<file path="config.mk">
export PLATFORM = sky130hd
export DESIGN_NAME = lcd_raster_timer
export DESIGN_NICKNAME = d
export VERILOG_FILES = /design/src/rtl/lcd_timing_pkg.sv /design/src/rtl/lcd_cfg_shadow.sv /design/src/rtl/lcd_line_seq.sv /design/src/rtl/lcd_frame_seq.sv /design/src/rtl/lcd_pin_drive.sv /design/src/rtl/lcd_raster_timer.sv
export SDC_FILE = /design/constraint.sdc
export NUM_CORES = 1
export LEC_CHECK = 0
export ABC_AREA = 0
export CAP_MARGIN = 15
export CORE_UTILIZATION = 55
export DETAILED_ROUTE_END_ITERATION = 8
export PLACE_DENSITY = 0.95
export SLEW_MARGIN = 10
export SYNTH_ARGS = -nofsm -noshare
export SYNTH_HDL_FRONTEND = slang
export SYNTH_SLANG_ARGS = --single-unit
export TNS_END_PERCENT = 1
</file>
<file path="constraint.sdc">
create_clock -name clk -period 11 [get_ports clk]
set_clock_uncertainty 0.2 [all_clocks]
set_input_delay 1.65 -clock clk [delete_from_list [all_inputs] [get_ports clk]]
set_output_delay 1.65 -clock clk [all_outputs]
set_load 0.02 [all_outputs]
</file>
<file path="src/rtl/lcd_timing_pkg.sv">
// Shared types for the LCD raster timer.
// Assumes: nothing beyond IEEE 1800-2017 packages.
package lcd_timing_pkg;

    // Position of the timer within one line.
    typedef enum logic [2:0] {
        PH_IDLE  = 3'd0,
        PH_SYNC  = 3'd1,
        PH_BACK  = 3'd2,
        PH_ACT   = 3'd3,
        PH_FRONT = 3'd4
    } hphase_t;

endpackage

</file>
<file path="src/rtl/lcd_cfg_shadow.sv">
// Holds a copy of the configuration inputs for the current frame.
// Assumes: load pulses for one clock at each frame start. While reset is
// held, the copy tracks the inputs so the first frame uses them.
module lcd_cfg_shadow #(
    parameter int W = 8
) (
    input  logic         clk,
    input  logic         rst_n,
    input  logic         load,
    input  logic [W-1:0] d,
    output logic [W-1:0] q
);

    // Capture the configuration during reset or at a frame start.
    always_ff @(posedge clk) begin
        if (!rst_n || load) q <= d;
    end

    assert_cfg_hold_R9: assert property (@(posedge clk) disable iff (!rst_n)
        !load |=> $stable(q));

endmodule

</file>
<file path="src/rtl/lcd_line_seq.sv">
// Horizontal sequencer: sync, pre-data gap, active pixels, post-data gap.
// Assumes: hsync_len >= 1 and xmax >= 1. A gap_post of 0 skips the
// post-data phase. One pixel period is two clocks; state advances on the
// clock where the phase bit is low (step).
module lcd_line_seq
    import lcd_timing_pkg::*;
#(
    parameter int XW = 10,
    parameter int HW = 8
) (
    input  logic          clk,
    input  logic          rst_n,
    input  logic [XW-1:0] xmax,
    input  logic [HW-1:0] hsync_len,
    input  logic [HW-1:0] gap_post,
    input  logic [HW-1:0] gap_pre,
    output logic          ph,
    output logic          step,
    output hphase_t       hph,
    output logic          line_start,
    output logic          first_start,
    output logic          into_act
);

    localparam int CW = (XW > HW + 1) ? XW : HW + 1;

    logic [CW-1:0] hcnt;
    logic [CW-1:0] len;
    logic          done;
    hphase_t       hph_nx;

    assign step = !ph;

    // Length of the current phase in pixel periods.
    always_comb begin
        case (hph)
            PH_SYNC:  len = CW'(hsync_len);
            PH_BACK:  len = CW'(gap_pre) + CW'(2);
            PH_ACT:   len = CW'(xmax);
            PH_FRONT: len = CW'(gap_post);
            default:  len = CW'(1);
        endcase
    end

    assign done = (hcnt == len - CW'(1));

    // Phase that follows the current one once it is done.
    always_comb begin
        case (hph)
            PH_IDLE:  hph_nx = PH_SYNC;
            PH_SYNC:  hph_nx = PH_BACK;
            PH_BACK:  hph_nx = PH_ACT;
            PH_ACT:   hph_nx = (gap_post == '0) ? PH_SYNC : PH_FRONT;
            default:  hph_nx = PH_SYNC;
        endcase
    end

    assign first_start = step && (hph == PH_IDLE);
    assign line_start  = step && done && (hph != PH_IDLE) && (hph_nx == PH_SYNC);
    assign into_act    = step && (((hph == PH_BACK) && done) ||
                                  ((hph == PH_ACT) && !done));

    // Pixel phase bit: one pixel period is two clocks.
    always_ff @(posedge clk) begin
        if (!rst_n) ph <= 1'b0;
        else        ph <= !ph;
    end

    // Phase and pixel counter, advanced once per pixel period.
    always_ff @(posedge clk) begin
        if (!rst_n) begin
            hph  <= PH_IDLE;
            hcnt <= '0;
        end else if (step) begin
            if (done) begin
                hph  <= hph_nx;
                hcnt <= '0;
            end else begin
                hcnt <= hcnt + CW'(1);
            end
        end
    end

    assert_hcnt_in_phase_R2: assert property (@(posedge clk) disable iff (!rst_n)
        (hph != PH_IDLE) |-> (hcnt < len));
    assert_phase_on_step_R2: assert property (@(posedge clk) disable iff (!rst_n)
        !step |=> $stable(hph));

endmodule

</file>
<file path="src/rtl/lcd_frame_seq.sv">
// Vertical sequencer: counts lines and marks the first and active lines.
// Assumes: ymax >= 1. In passive mode frame_wait blank lines follow the
// active lines; in active-matrix mode there are none.
module lcd_frame_seq #(
    parameter int YW = 10
) (
    input  logic          clk,
    input  logic          rst_n,
    input  logic          mode_tft,
    input  logic [YW-1:0] ymax,
    input  logic [YW-1:0] frame_wait,
    input  logic          line_start,
    input  logic          first_start,
    output logic          frame_load,
    output logic          v_first,
    output logic          v_active
);

    localparam int LW = YW + 1;

    logic [LW-1:0] vline;
    logic [LW-1:0] total;
    logic          last_line;

    assign total     = LW'(ymax) + (mode_tft ? LW'(0) : LW'(frame_wait));
    assign last_line = (vline == total - LW'(1));
    assign frame_load = first_start || (line_start && last_line);
    assign v_first   = (vline == '0);
    assign v_active  = (vline < LW'(ymax));

    // Line counter, wrapped at the end of each frame.
    always_ff @(posedge clk) begin
        if (!rst_n)          vline <= '0;
        else if (line_start) vline <= last_line ? '0 : vline + LW'(1);
    end

    assert_vline_in_frame_R5: assert property (@(posedge clk) disable iff (!rst_n)
        vline < total);

endmodule

</file>
<file path="src/rtl/lcd_pin_drive.sv">
// Pin stage: decodes sync and enable levels, holds line data, applies
// polarity, and forms the shift clock for each panel mode.
// Assumes: polarity and mode come from the frame shadow copy.
module lcd_pin_drive
    import lcd_timing_pkg::*;
#(
    parameter int DW = 16
) (
    input  logic          clk,
    input  logic          rst_n,
    input  logic          ph,
    input  logic          step,
    input  hphase_t       hph,
    input  logic          v_first,
    input  logic          v_active,
    input  logic          into_act,
    input  logic          mode_tft,
    input  logic          pol_vs,
    input  logic          pol_hs,
    input  logic          pol_clk,
    input  logic          pol_oe,
    input  logic [DW-1:0] pix_data,
    output logic          pix_pop,
    output logic          lcd_sclk,
    output logic          lcd_hsync,
    output logic          lcd_vsync,
    output logic          lcd_oe,
    output logic [DW-1:0] lcd_data
);

    logic          hs_i, vs_i, oe_i, run, sclk_raw;
    logic [DW-1:0] data_q;

    assign run   = (hph != PH_IDLE);
    assign hs_i  = (hph == PH_SYNC);
    assign vs_i  = run && v_first;
    assign oe_i  = (hph == PH_ACT) && v_active;
    assign pix_pop = into_act && v_active;

    // Active-matrix clock runs inverted and free; passive only during data.
    assign sclk_raw = mode_tft ? (!ph && run) : (ph && oe_i);

    // Line data register, loaded from the source or cleared each pixel.
    always_ff @(posedge clk) begin
        if (!rst_n)    data_q <= '0;
        else if (step) data_q <= pix_pop ? pix_data : '0;
    end

    assign lcd_hsync = hs_i ^ pol_hs;
    assign lcd_vsync = vs_i ^ pol_vs;
    assign lcd_oe    = oe_i ^ pol_oe;
    assign lcd_sclk  = sclk_raw ^ pol_clk;
    assign lcd_data  = data_q;

    assert_data_zero_off_R3: assert property (@(posedge clk) disable iff (!rst_n)
        !oe_i |-> (data_q == '0));
    assert_vs_with_hs_R4: assert property (@(posedge clk) disable iff (!rst_n)
        $rose(vs_i) |-> hs_i);
    assert_data_on_rise_R7: assert property (@(posedge clk) disable iff (!rst_n)
        (oe_i && !$stable(data_q)) |-> ph);

endmodule

</file>
<file path="src/rtl/lcd_raster_timer.sv">
// Top of the LCD raster timer: shadow configuration, line and frame
// sequencers and the pin stage.
// Assumes: xmax, ymax and hsync_len are at least 1.
module lcd_raster_timer
    import lcd_timing_pkg::*;
#(
    parameter int XW = 10,
    parameter int YW = 10,
    parameter int HW = 8,
    parameter int DW = 16
) (
    input  logic          clk,
    input  logic          rst_n,
    input  logic          mode_tft,
    input  logic [XW-1:0] xmax,
    input  logic [YW-1:0] ymax,
    input  logic [HW-1:0] hsync_len,
    input  logic [HW-1:0] gap_post,
    input  logic [HW-1:0] gap_pre,
    input  logic [YW-1:0] frame_wait,
    input  logic          pol_vs,
    input  logic          pol_hs,
    input  logic          pol_clk,
    input  logic          pol_oe,
    input  logic [DW-1:0] pix_data,
    output logic          pix_pop,
    output logic          lcd_sclk,
    output logic          lcd_hsync,
    output logic          lcd_vsync,
    output logic          lcd_oe,
    output logic [DW-1:0] lcd_data
);

    localparam int SW = 5 + XW + 2 * YW + 3 * HW;

    logic          tft_q, pvs_q, phs_q, pclk_q, poe_q;
    logic [XW-1:0] xmax_q;
    logic [YW-1:0] ymax_q, fwait_q;
    logic [HW-1:0] hlen_q, gpost_q, gpre_q;
    logic          frame_load, ph, step, line_start, first_start, into_act;
    logic          v_first, v_active;
    hphase_t       hph;

    lcd_cfg_shadow #(.W(SW)) u_shadow (
        .clk   (clk),
        .rst_n (rst_n),
        .load  (frame_load),
        .d     ({mode_tft, pol_vs, pol_hs, pol_clk, pol_oe,
                 xmax, ymax, frame_wait, hsync_len, gap_post, gap_pre}),
        .q     ({tft_q, pvs_q, phs_q, pclk_q, poe_q,
                 xmax_q, ymax_q, fwait_q, hlen_q, gpost_q, gpre_q})
    );

    lcd_line_seq #(.XW(XW), .HW(HW)) u_line (
        .clk         (clk),
        .rst_n       (rst_n),
        .xmax        (xmax_q),
        .hsync_len   (hlen_q),
        .gap_post    (gpost_q),
        .gap_pre     (gpre_q),
        .ph          (ph),
        .step        (step),
        .hph         (hph),
        .line_start  (line_start),
        .first_start (first_start),
        .into_act    (into_act)
    );

    lcd_frame_seq #(.YW(YW)) u_frame (
        .clk         (clk),
        .rst_n       (rst_n),
        .mode_tft    (tft_q),
        .ymax        (ymax_q),
        .frame_wait  (fwait_q),
        .line_start  (line_start),
        .first_start (first_start),
        .frame_load  (frame_load),
        .v_first     (v_first),
        .v_active    (v_active)
    );

    lcd_pin_drive #(.DW(DW)) u_pins (
        .clk       (clk),
        .rst_n     (rst_n),
        .ph        (ph),
        .step      (step),
        .hph       (hph),
        .v_first   (v_first),
        .v_active  (v_active),
        .into_act  (into_act),
        .mode_tft  (tft_q),
        .pol_vs    (pvs_q),
        .pol_hs    (phs_q),
        .pol_clk   (pclk_q),
        .pol_oe    (poe_q),
        .pix_data  (pix_data),
        .pix_pop   (pix_pop),
        .lcd_sclk  (lcd_sclk),
        .lcd_hsync (lcd_hsync),
        .lcd_vsync (lcd_vsync),
        .lcd_oe    (lcd_oe),
        .lcd_data  (lcd_data)
    );

endmodule

</file>
Word level (Yosys, flattened, before mapping). Index checks and enable logic that the tools add are counted.

Logic and storage cells: 57. Output and inout bits: 21. Register bits after elaboration: 100. Input bits: 77.

Magnitude comparators: 1. Add/sub/neg operators: 6. Muxes and demuxes: 8. Reduce and logical (&&, ||, !) cells: 24. Bitwise gates (word level): 5. Eq/ne operators: 7.

Operator list (number): 10-bit one-hot mux with 4 select lines (1); 10-bit two-way mux (2); 16-bit two-way mux (1); 1-bit logical AND (13); 10-bit by 11-bit adder with 11-bit output (1); 11-bit by 1-bit adder with 11-bit output (second input constant) (1); 11-bit equality test (1); 11-bit logical NOT (1); 11-bit by 10-bit < comparator with 1-bit output (1); 11-bit two-way mux (1); 11-bit by 1-bit subtractor with 11-bit output (second input constant) (1); 10-bit by 1-bit adder with 10-bit output (second input constant) (1); 10-bit equality test (1); 10-bit by 1-bit subtractor with 10-bit output (second input constant) (1); 8-bit by 2-bit adder with 9-bit output (second input constant) (1); 3-bit one-hot mux with 3 select lines (1); 8-bit logical NOT (1); 3-bit by 1-bit equality test with 1-bit output (second input constant) (2); 3-bit by 2-bit equality test with 1-bit output (second input constant) (2); 1-bit XOR (4); 3-bit equality test (second input constant) (1); 1-bit logical NOT (3); 3-bit logical NOT (1); 1-bit logical OR (3); other kinds (5) (5).

Logic depth before layout (Yosys ltp). Gate-level depths: netlist (run 1).

Depth after elaboration: 10. Mapped depth: 15. Gate-level depth less buffers: 14.

By module. Synthesis (run 1) repeated with hierarchy kept, for this count alone.

Cell total of the unflattened synthesis: 560. Area total of the unflattened synthesis: 6007.0 um^2.

Modules (own cells, without submodules): lcd_cfg_shadow (area an instance 1778.0 um^2, times used 1, cells each 60, seq. area each 1771.7 um^2); lcd_line_seq (area an instance 1752.9 um^2, times used 1, cells each 207, seq. area each 280.3 um^2); lcd_frame_seq (area an instance 1615.3 um^2, times used 1, cells each 210, seq. area each 220.2 um^2); lcd_pin_drive (area an instance 860.8 um^2, times used 1, cells each 83, seq. area each 320.3 um^2).

Worst setup path after synthesis (run 1). OpenSTA, ideal clock, no wires.

Kind: register to output. Start point: reg u_line.hph[0]. End point: out pix_pop. Path buffers: 1. Setup slack: 5502 ps. Data arrival time: 3648 ps. Cell stages (with the launch flop): 13. Required time: 9150 ps. Cell sequence: dfxtp_1 buf_6 nor3b_4 nor2b_1 o22a_1 ha_1 nor3b_2 nand4_1 and3_1 o31a_1 or4_4 xnor2_2 nor4b_1.

Word-level cells in the longest chain between the ends: 9. Elaborated cells on any way between the ends: 13. Classes of those cells: add/sub: 1; eq/ne: 5; mux: 1; reduce/logical: 6.

Ends and longest elaborated chain: start: declaration (RTL line lcd_line_seq.sv:19) `output hphase_t hph,`; start signal: assignment (RTL line lcd_line_seq.sv:76) `hph <= hph_nx;`; 3-bit equality test, or another cell as far along (RTL line lcd_line_seq.sv:36) `case (hph)`; 10-bit one-hot mux with 4 select lines (RTL line lcd_line_seq.sv:36); 10-bit by 1-bit subtractor with 10-bit output (RTL line lcd_line_seq.sv:45) `assign done = (hcnt == len - CW'(1));`; 10-bit equality test (RTL line lcd_line_seq.sv:45); 1-bit logical NOT (RTL line lcd_line_seq.sv:61) `((hph == PH_ACT) && !done));`; 1-bit logical AND (RTL line lcd_line_seq.sv:61); 1-bit logical OR (*) (RTL line lcd_line_seq.sv:60) `assign into_act = step && (((hph == PH_BACK) && done) ||`; 1-bit logical AND (*) (RTL line lcd_line_seq.sv:60); 1-bit logical AND (*) (RTL line lcd_pin_drive.sv:38) `assign pix_pop = into_act && v_active;`; end: declaration (RTL line lcd_raster_timer.sv:26) `output logic pix_pop,`.

Every way passes the cells marked *; elsewhere a longest branch is shown, timed or not.

Final worst setup path (run 1).
Start point: reg u_line.hph[2]. End point: out pix_pop.

Same word-level chain as after synthesis.

==> results of run 1 <==
-- worst paths after layout --
check                                                     start                               to  slack, ns  cells past startpoint
worst min-delay path            u_pins.lcd_data[6]$_SDFFE_PN0N_  u_pins.lcd_data[6]$_SDFFE_PN0N_       0.27                      1
worst max-delay path                 u_line.hph[2]$_SDFFE_PN0P_                          pix_pop       3.70                     12
worst min register to register  u_pins.lcd_data[6]$_SDFFE_PN0N_  u_pins.lcd_data[6]$_SDFFE_PN0N_       0.27                      1
worst max register to register       u_line.hph[2]$_SDFFE_PN0P_         u_shadow.q[26]$_DFFE_PP_       5.73                     12
-- cells by family (layout without fill, tap and decap cells) --
group / Yosys count / in the layout / share of synthesized area (%)
compound gates: 100 / 100 / 13.4
flops: 100 / 100 / 47.4
fa+ha+maj: 34 / 34 / 7.92
buf+inv: 56 / 148 / 4.44
xor+xnor: 48 / 48 / 7.97
mux: 10 / 10 / 1.88
simple gates: 156 / 156 / 17.0
-- area by class of cell --
type	instances	area, µm²	area share, %
clock buffers	9	124	1.84
clock inverters	7	83.8	1.25
inverters	33	124	1.84
multi-input cells	348	2650	39.4
flip-flops and latches	100	2590	38.6
well taps	133	166	2.48
repair buffers	99	986	14.7
-- worst reg2reg max path, delay by kind of cell, from the launching register on --
kind                       cells  cell delay, ns
buffers and inverters          1            0.60
and+or+nand+nor                6            1.91
DFF                            1            0.66
adders and majority gates      1            0.21
AOI/OAI and AO/OA              4            1.29
-- registers in the layout, summed over array words and instances, names as in the netlist --
name	cells
u_line.hph	3
u_line.ph	1
u_line.hcnt	10
u_shadow.q	59
u_pins.lcd_data	16
u_frame.vline	11
-- cell usage in the layout (no fill, tap or decap), types with 3 or more instances in the layout --
| cell type | n |
|---|---|
| o211ai_1 | 7 |
| dfxtp_1 | 41 |
| nor3b_2 | 3 |
| nor3_1 | 9 |
| xnor2_1 | 24 |
| nand3b_1 | 4 |
| ha_1 | 33 |
| and3_1 | 10 |
| a21o_1 | 7 |
| nor2_1 | 27 |
| clkbuf_8 | 9 |
| nand4_1 | 7 |
| a31o_2 | 7 |
| xor2_1 | 22 |
| clkdlybuf4s50_1 | 97 |
| nor2b_1 | 8 |
| or3_1 | 6 |
| nand2b_1 | 17 |
| nand4b_1 | 4 |
| nor4_1 | 8 |
| a211oi_1 | 4 |
| a32o_1 | 10 |
| a21oi_1 | 18 |
| nand2_1 | 16 |
| o21ai_0 | 18 |
| edfxtp_1 | 59 |
| inv_1 | 33 |
| or4_1 | 6 |
| nand3_1 | 14 |
| and4_1 | 3 |
| o31ai_1 | 3 |
| mux2i_1 | 8 |
-- metrics by stage --
step,area (µm²),util [%],hold WS (ns),cells
after global routing,6720,69.4,0.305,729
after global placement,6520,67.3,0.251,713
after CTS,6720,69.4,0.279,729
final,6720,69.4,0.274,729
after floorplan,5470,-,0.227,504
after detailed placement,6520,67.3,0.255,713
-- metal layers --
| metal | vias up | global-route usage, % | wire length (µm) |
|---|---|---|---|
| met2 | 147 | 40.1 | 5860 |
| li1 | 2033 | - | - |
| met1 | 2037 | 29.0 | 5030 |
| met5 | - | 0 | 0 |
| met4 | 0 | 8.47 | 163 |
| met3 | 18 | 5.11 | 696 |
-- power breakdown --
| part | total, µW | switching [µW] | internal [µW] | leakage, µW |
|---|---|---|---|---|
| combinational | 440 | 263 | 177 | 0.00152 |
| sequential | 475 | 33.4 | 442 | 0.000936 |
| clock | 247 | 137 | 109 | 0.000104 |
| total | 1160 | 434 | 728 | 0.00256 |
-- synthesized netlist by cell type (all sizes together), types with 8 or more instances --
master	n	share of area, %
a21oi	18	1.6
a32o	10	1.8
and3	10	1.1
buf	12	1.4
clkbuf	11	0.78
dfxtp	41	15
edfxtp	59	32
ha	33	7.6
inv	33	2.3
mux2i	8	1.5
nand2	16	1.1
nand2b	17	1.9
nand3	15	1.5
nor2	28	2.0
nor2b	8	0.92
nor3	9	0.82
nor4	8	0.92
o21ai	20	1.9
xnor2	25	4.1
xor2	23	3.8
==> run metrics, run 1 <==
port bufs 97; unrepaired setup endpoints after global routing no; PwrDens 173 nW/µm²; Clock Latency Late Sink ~0.37 ns; clk sinks 100; Initial DRC Count about 280; Async S/R FF share, synth 0%; slowest CP cell xnor2_2; total core area 9680 µm²; Slew headroom 32.4%; number of detailed-route iterations in the first pass 5; Area Overhead vs Synth 23.0%; CP Capture Type output port; CP max stage delay between 0.7 and 0.8 ns; final-report hold violation count 0; Avg Inst Size Synth 10.8 µm²; total overflow reported by the global router 0; share of cells above drive strength 1 7.05%; chip height 102 µm; Final GP Congestion 0.902; largest vdd supply drop between 0.00015 and 0.0002 V; main flop type after synthesis edfxtp_1; cells along the critical path nor3b_4 > nor2b_1 > o22a_1 > ha_1 > nor3b_2 > nand4_1 > and3_1 > o31a_1 > or4_4 > xnor2_2 > nor4b_1 > clkdlybuf4s50_1; Post-CTS Repair Setup Buffers 0; Post-Syn Instances about 500; Hold Buf Count CTS 0; Final setup viols 0; H-Tree Depth 3; Routed Antenna Nets 0; Fill cells 682; Slew @ Worst Pin 1.00 ns; vias in the first global route 4089; CP delay by family, top simple AND/OR/NAND/NOR gates; peak fanout along the critical path 31; Net Count, Synth 615; synthesized area 5470 µm²; Ant. Diodes 0; DRT Wirelength between 10000 and 15000 µm; CTS tree built; f_max around 140 MHz; crit start category register; number of cell rows 36; Num CTS Buffers 9; PostCTS Resize Cnt 0; first-pass GRT wire length around 19000 µm; Residual DRC 0; largest net degree at the start of global routing 60; IO Pins 98; Max Cap Viol 0; worst slack at placement between 4 and 5 ns; Final period util 66.3%; die width just over 100 µm; WP data required 9.15 ns; setup ws final 3.70 ns; sequential share of the synthesized area 47.4%; CTS max path bufs 2; die area 10300 µm²; clock-pin slew on the worst setup and hold paths 0.10 ns; leakage 0.00256 µW; outcome finished, final reports clean; total power 1160 µW; via count 4235; Slew Limit Fails 0; Setup TNS 0 ns; WP buf/inv 1; Synth cell types 71; Hold Path Class reg2reg; Synth Warn # 0; Crit Path Category reg2out; crit path DAT 5.45 ns; initial antenna violation count 0; root buf cell clkbuf_8; via/cell ratio approximately 5.8; drt wl/cell 16.1 µm; hpwl dp 8750 µm; Final min period 7.30 ns; nets 702; Yosys reg bits 100; Post-synth EDFFs 59; GRT Total Usage about a quarter; initial core utilization 56.4%
Note: power is estimated with default switching activity, not from simulation.
==> inputs of run 2 (changes only) <==
--- a/config.mk
+++ b/config.mk
@@ -7,9 +7,9 @@
 export LEC_CHECK = 0
 export ABC_AREA = 0
 export CAP_MARGIN = 15
-export CORE_UTILIZATION = 55
+export CORE_UTILIZATION = 48
 export DETAILED_ROUTE_END_ITERATION = 8
-export PLACE_DENSITY = 0.95
+export PLACE_DENSITY = 0.89
 export SLEW_MARGIN = 10
 export SYNTH_ARGS = -nofsm -noshare
 export SYNTH_HDL_FRONTEND = slang
==> constraint.sdc (replaced) <==
create_clock -name clk -period 6.5 [get_ports clk]
set_clock_uncertainty 0.2 [all_clocks]
set_input_delay 0.975 -clock clk [delete_from_list [all_inputs] [get_ports clk]]
set_output_delay 0.975 -clock clk [all_outputs]
set_load 0.02 [all_outputs]
==> run 2 against run 1 <==
  * First-iteration DRC count is 16% higher
  * Non-clock buffer count stayed put
  * Clock-buffer cell count is 1 higher
  * Highest routed layer unchanged
==> run metrics, run 2 (synthesized netlist as in run 1, its figures left out) <==
Setup TNS 0 ns (unchanged); leakage 0.00259 µW (+1.2%); Reg2Reg Depth 11 (-1); total core area 11000 µm² (+13%); IO Pins 98 (unchanged); hold depth 1 (unchanged); PwrDens 303 nW/µm² (+75%); number of detailed-route iterations in the first pass 5 (unchanged); CP Depth 12 (unchanged); die width 109 µm (+6.9%); Finished Cell Area 6810 µm² (+1.3%); Slew Limit Fails 0 (unchanged); cells along the critical path and3b_1 > a221oi_2 > ha_1 > nor3b_2 > a21o_1 > and3_1 > o31a_1 > or4_4 > xnor2_2 > buf_4 > nor4b_2 > clkdlybuf4s50_1; DRT Wirelength 11600 µm (-1.1%); f_max 164 MHz; number of cell rows 38 (+5.6%); CTS max path bufs 2 (unchanged); Hold Path Class reg2reg; final-report hold violation count 0 (unchanged); Post-CTS Repair Setup Buffers 0 (unchanged); Final period util 94.0%; drt wl/cell 15.8 µm (-2.0%); Residual DRC 0 (unchanged); initial antenna violation count 0 (unchanged); Initial DRC Count 323 (+16%); crit start category register; CP max stage delay 0.82 ns (+0.10 ns); slowest CP cell dfxtp_1; Area Overhead vs Synth 24.6%; Final min period 6.11 ns; outcome finished, final reports clean; Final GP Congestion 0.851 (-5.7%); Crit Path Category reg2out; first-pass GRT wire length 18800 µm (+0.89%); Clock Latency Late Sink 0.35 ns (-0.02 ns); total overflow reported by the global router 0 (unchanged); via count 4258 (+0.54%); R2R Path End u_shadow.q[7]$_DFFE_PP_; WP data required 5.32 ns (-3.83 ns); Largest Register u_shadow.q; Reg2Reg Setup Slack 1.19 ns (-4.54 ns); H-Tree Depth 3 (unchanged); most frequent cells in the layout clkdlybuf4s50_1 (97), edfxtp_1 (59), dfxtp_1 (39); Final setup viols 0 (unchanged); CP Capture Type output port; Max Cap Viol 0 (unchanged); leading cell type in the layout, fill and taps excluded clkdlybuf4s50_1; vias in the first global route 4101 (+0.29%); largest net degree at the start of global routing 39 (-35%); worst hold path startpoint u_pins.lcd_data[12]$_SDFFE_PN0N_; die area 11800 µm² (+14%); Hold Buf Count CTS 0 (unchanged); clk sinks 100 (unchanged); root buf cell clkbuf_16; Routed Antenna Nets 0 (unchanged); Largest register FFs 59 (unchanged); CP delay by family, top simple AND/OR/NAND/NOR gates; initial core utilization 49.8% (-6.7 points); largest vdd supply drop 0.000180 V (+20%); crit path DAT 4.93 ns (-0.52 ns); Fill cells 876 (+28%); unrepaired setup endpoints after global routing no; hpwl dp 8530 µm (-2.6%); clock-pin slew on the worst setup and hold paths 0.07 ns (-0.03 ns); placed cell areas 6520 µm² (+0.13%); peak fanout along the critical path 31 (unchanged); CTS tree built; fin util 62.0% (-7.4 points); Slew headroom 33.9% (+1.5 points); Slew @ Worst Pin 0.987 ns (-0.0176 ns); worst r2r src u_line.hph[0]$_SDFFE_PN0P_; GRT Total Usage 20.3% (-3.1 points); PostCTS Resize Cnt 0 (unchanged); WP buf/inv 2 (+1); Hold Path End u_pins.lcd_data[12]$_SDFFE_PN0N_; port bufs 97 (unchanged); share of cells above drive strength 1 7.21% (+0.17 points); chip height 109 µm (+6.9%); via/cell ratio 5.79 (-0.41%); nets 702 (unchanged); Num CTS Buffers 9 (unchanged); Ant. Diodes 0 (unchanged)
## run 2: changes by cell type in the layout (fill, tap and decap cells not counted), sizes merged
| cell | before | now |
|---|---|---|
| clkbuf | 9 | 10 |
| bufinv | 1 | 0 |
| clkinv | 2 | 1 |
| inv | 36 | 37 |
## run 2: through the flow
step | hold slack [ns] | total power (µW) | setup slack [ns] | std cells
final | 0.269 | 2060 | 0.391 | 736
after floorplan | 0.227 | 1380 | 1.17 | 504
after global routing | 0.278 | 2170 | 0.100 | 736
after global placement | 0.249 | 1520 | 0.729 | 720
after detailed placement | 0.256 | 1550 | 0.601 | 720
after CTS | 0.272 | 2060 | 0.203 | 736
## run 2: final cells by class
cell class | instances | area, µm² | share of cell area (%)
multi-input combinational | 348 | 2650 | 39.0
timing repair buffer | 99 | 986 | 14.5
inverter | 33 | 124 | 1.82
sequential | 100 | 2590 | 38.1
clock inverter | 6 | 46.3 | 0.680
clock buffer | 10 | 229 | 3.36
tap | 140 | 175 | 2.57
## run 2: worst max path at each step
stage | to | slack (ns) | start
3_5_place_dp | pix_pop | 0.60 | u_line.hph[2]$_SDFFE_PN0P_
6_report | pix_pop | 0.39 | u_line.hph[0]$_SDFFE_PN0P_
2_1_floorplan | u_shadow.q[0]$_DFFE_PP_ | 1.17 | u_line.hph[0]$_SDFFE_PN0P_
5_1_grt | pix_pop | 0.10 | u_line.hph[0]$_SDFFE_PN0P_
4_1_cts | pix_pop | 0.20 | u_line.hph[1]$_SDFFE_PN0P_
3_3_place_gp | pix_pop | 0.73 | u_line.hph[1]$_SDFFE_PN0P_
## run 2: power breakdown
part	leakage [µW]	switching (µW)	internal (µW)
Combinational	0.00152	435	312
Clock	0.000133	244	264
Sequential	0.000937	60.1	748
## run 2: per-layer routing
metal | GRT usage [%] | routed length (µm)
met1 | 25.9 | 5090
met2 | 33.0 | 5500
met3 | 4.12 | 748
met4 | 9.36 | 278
met5 | 0 | 0
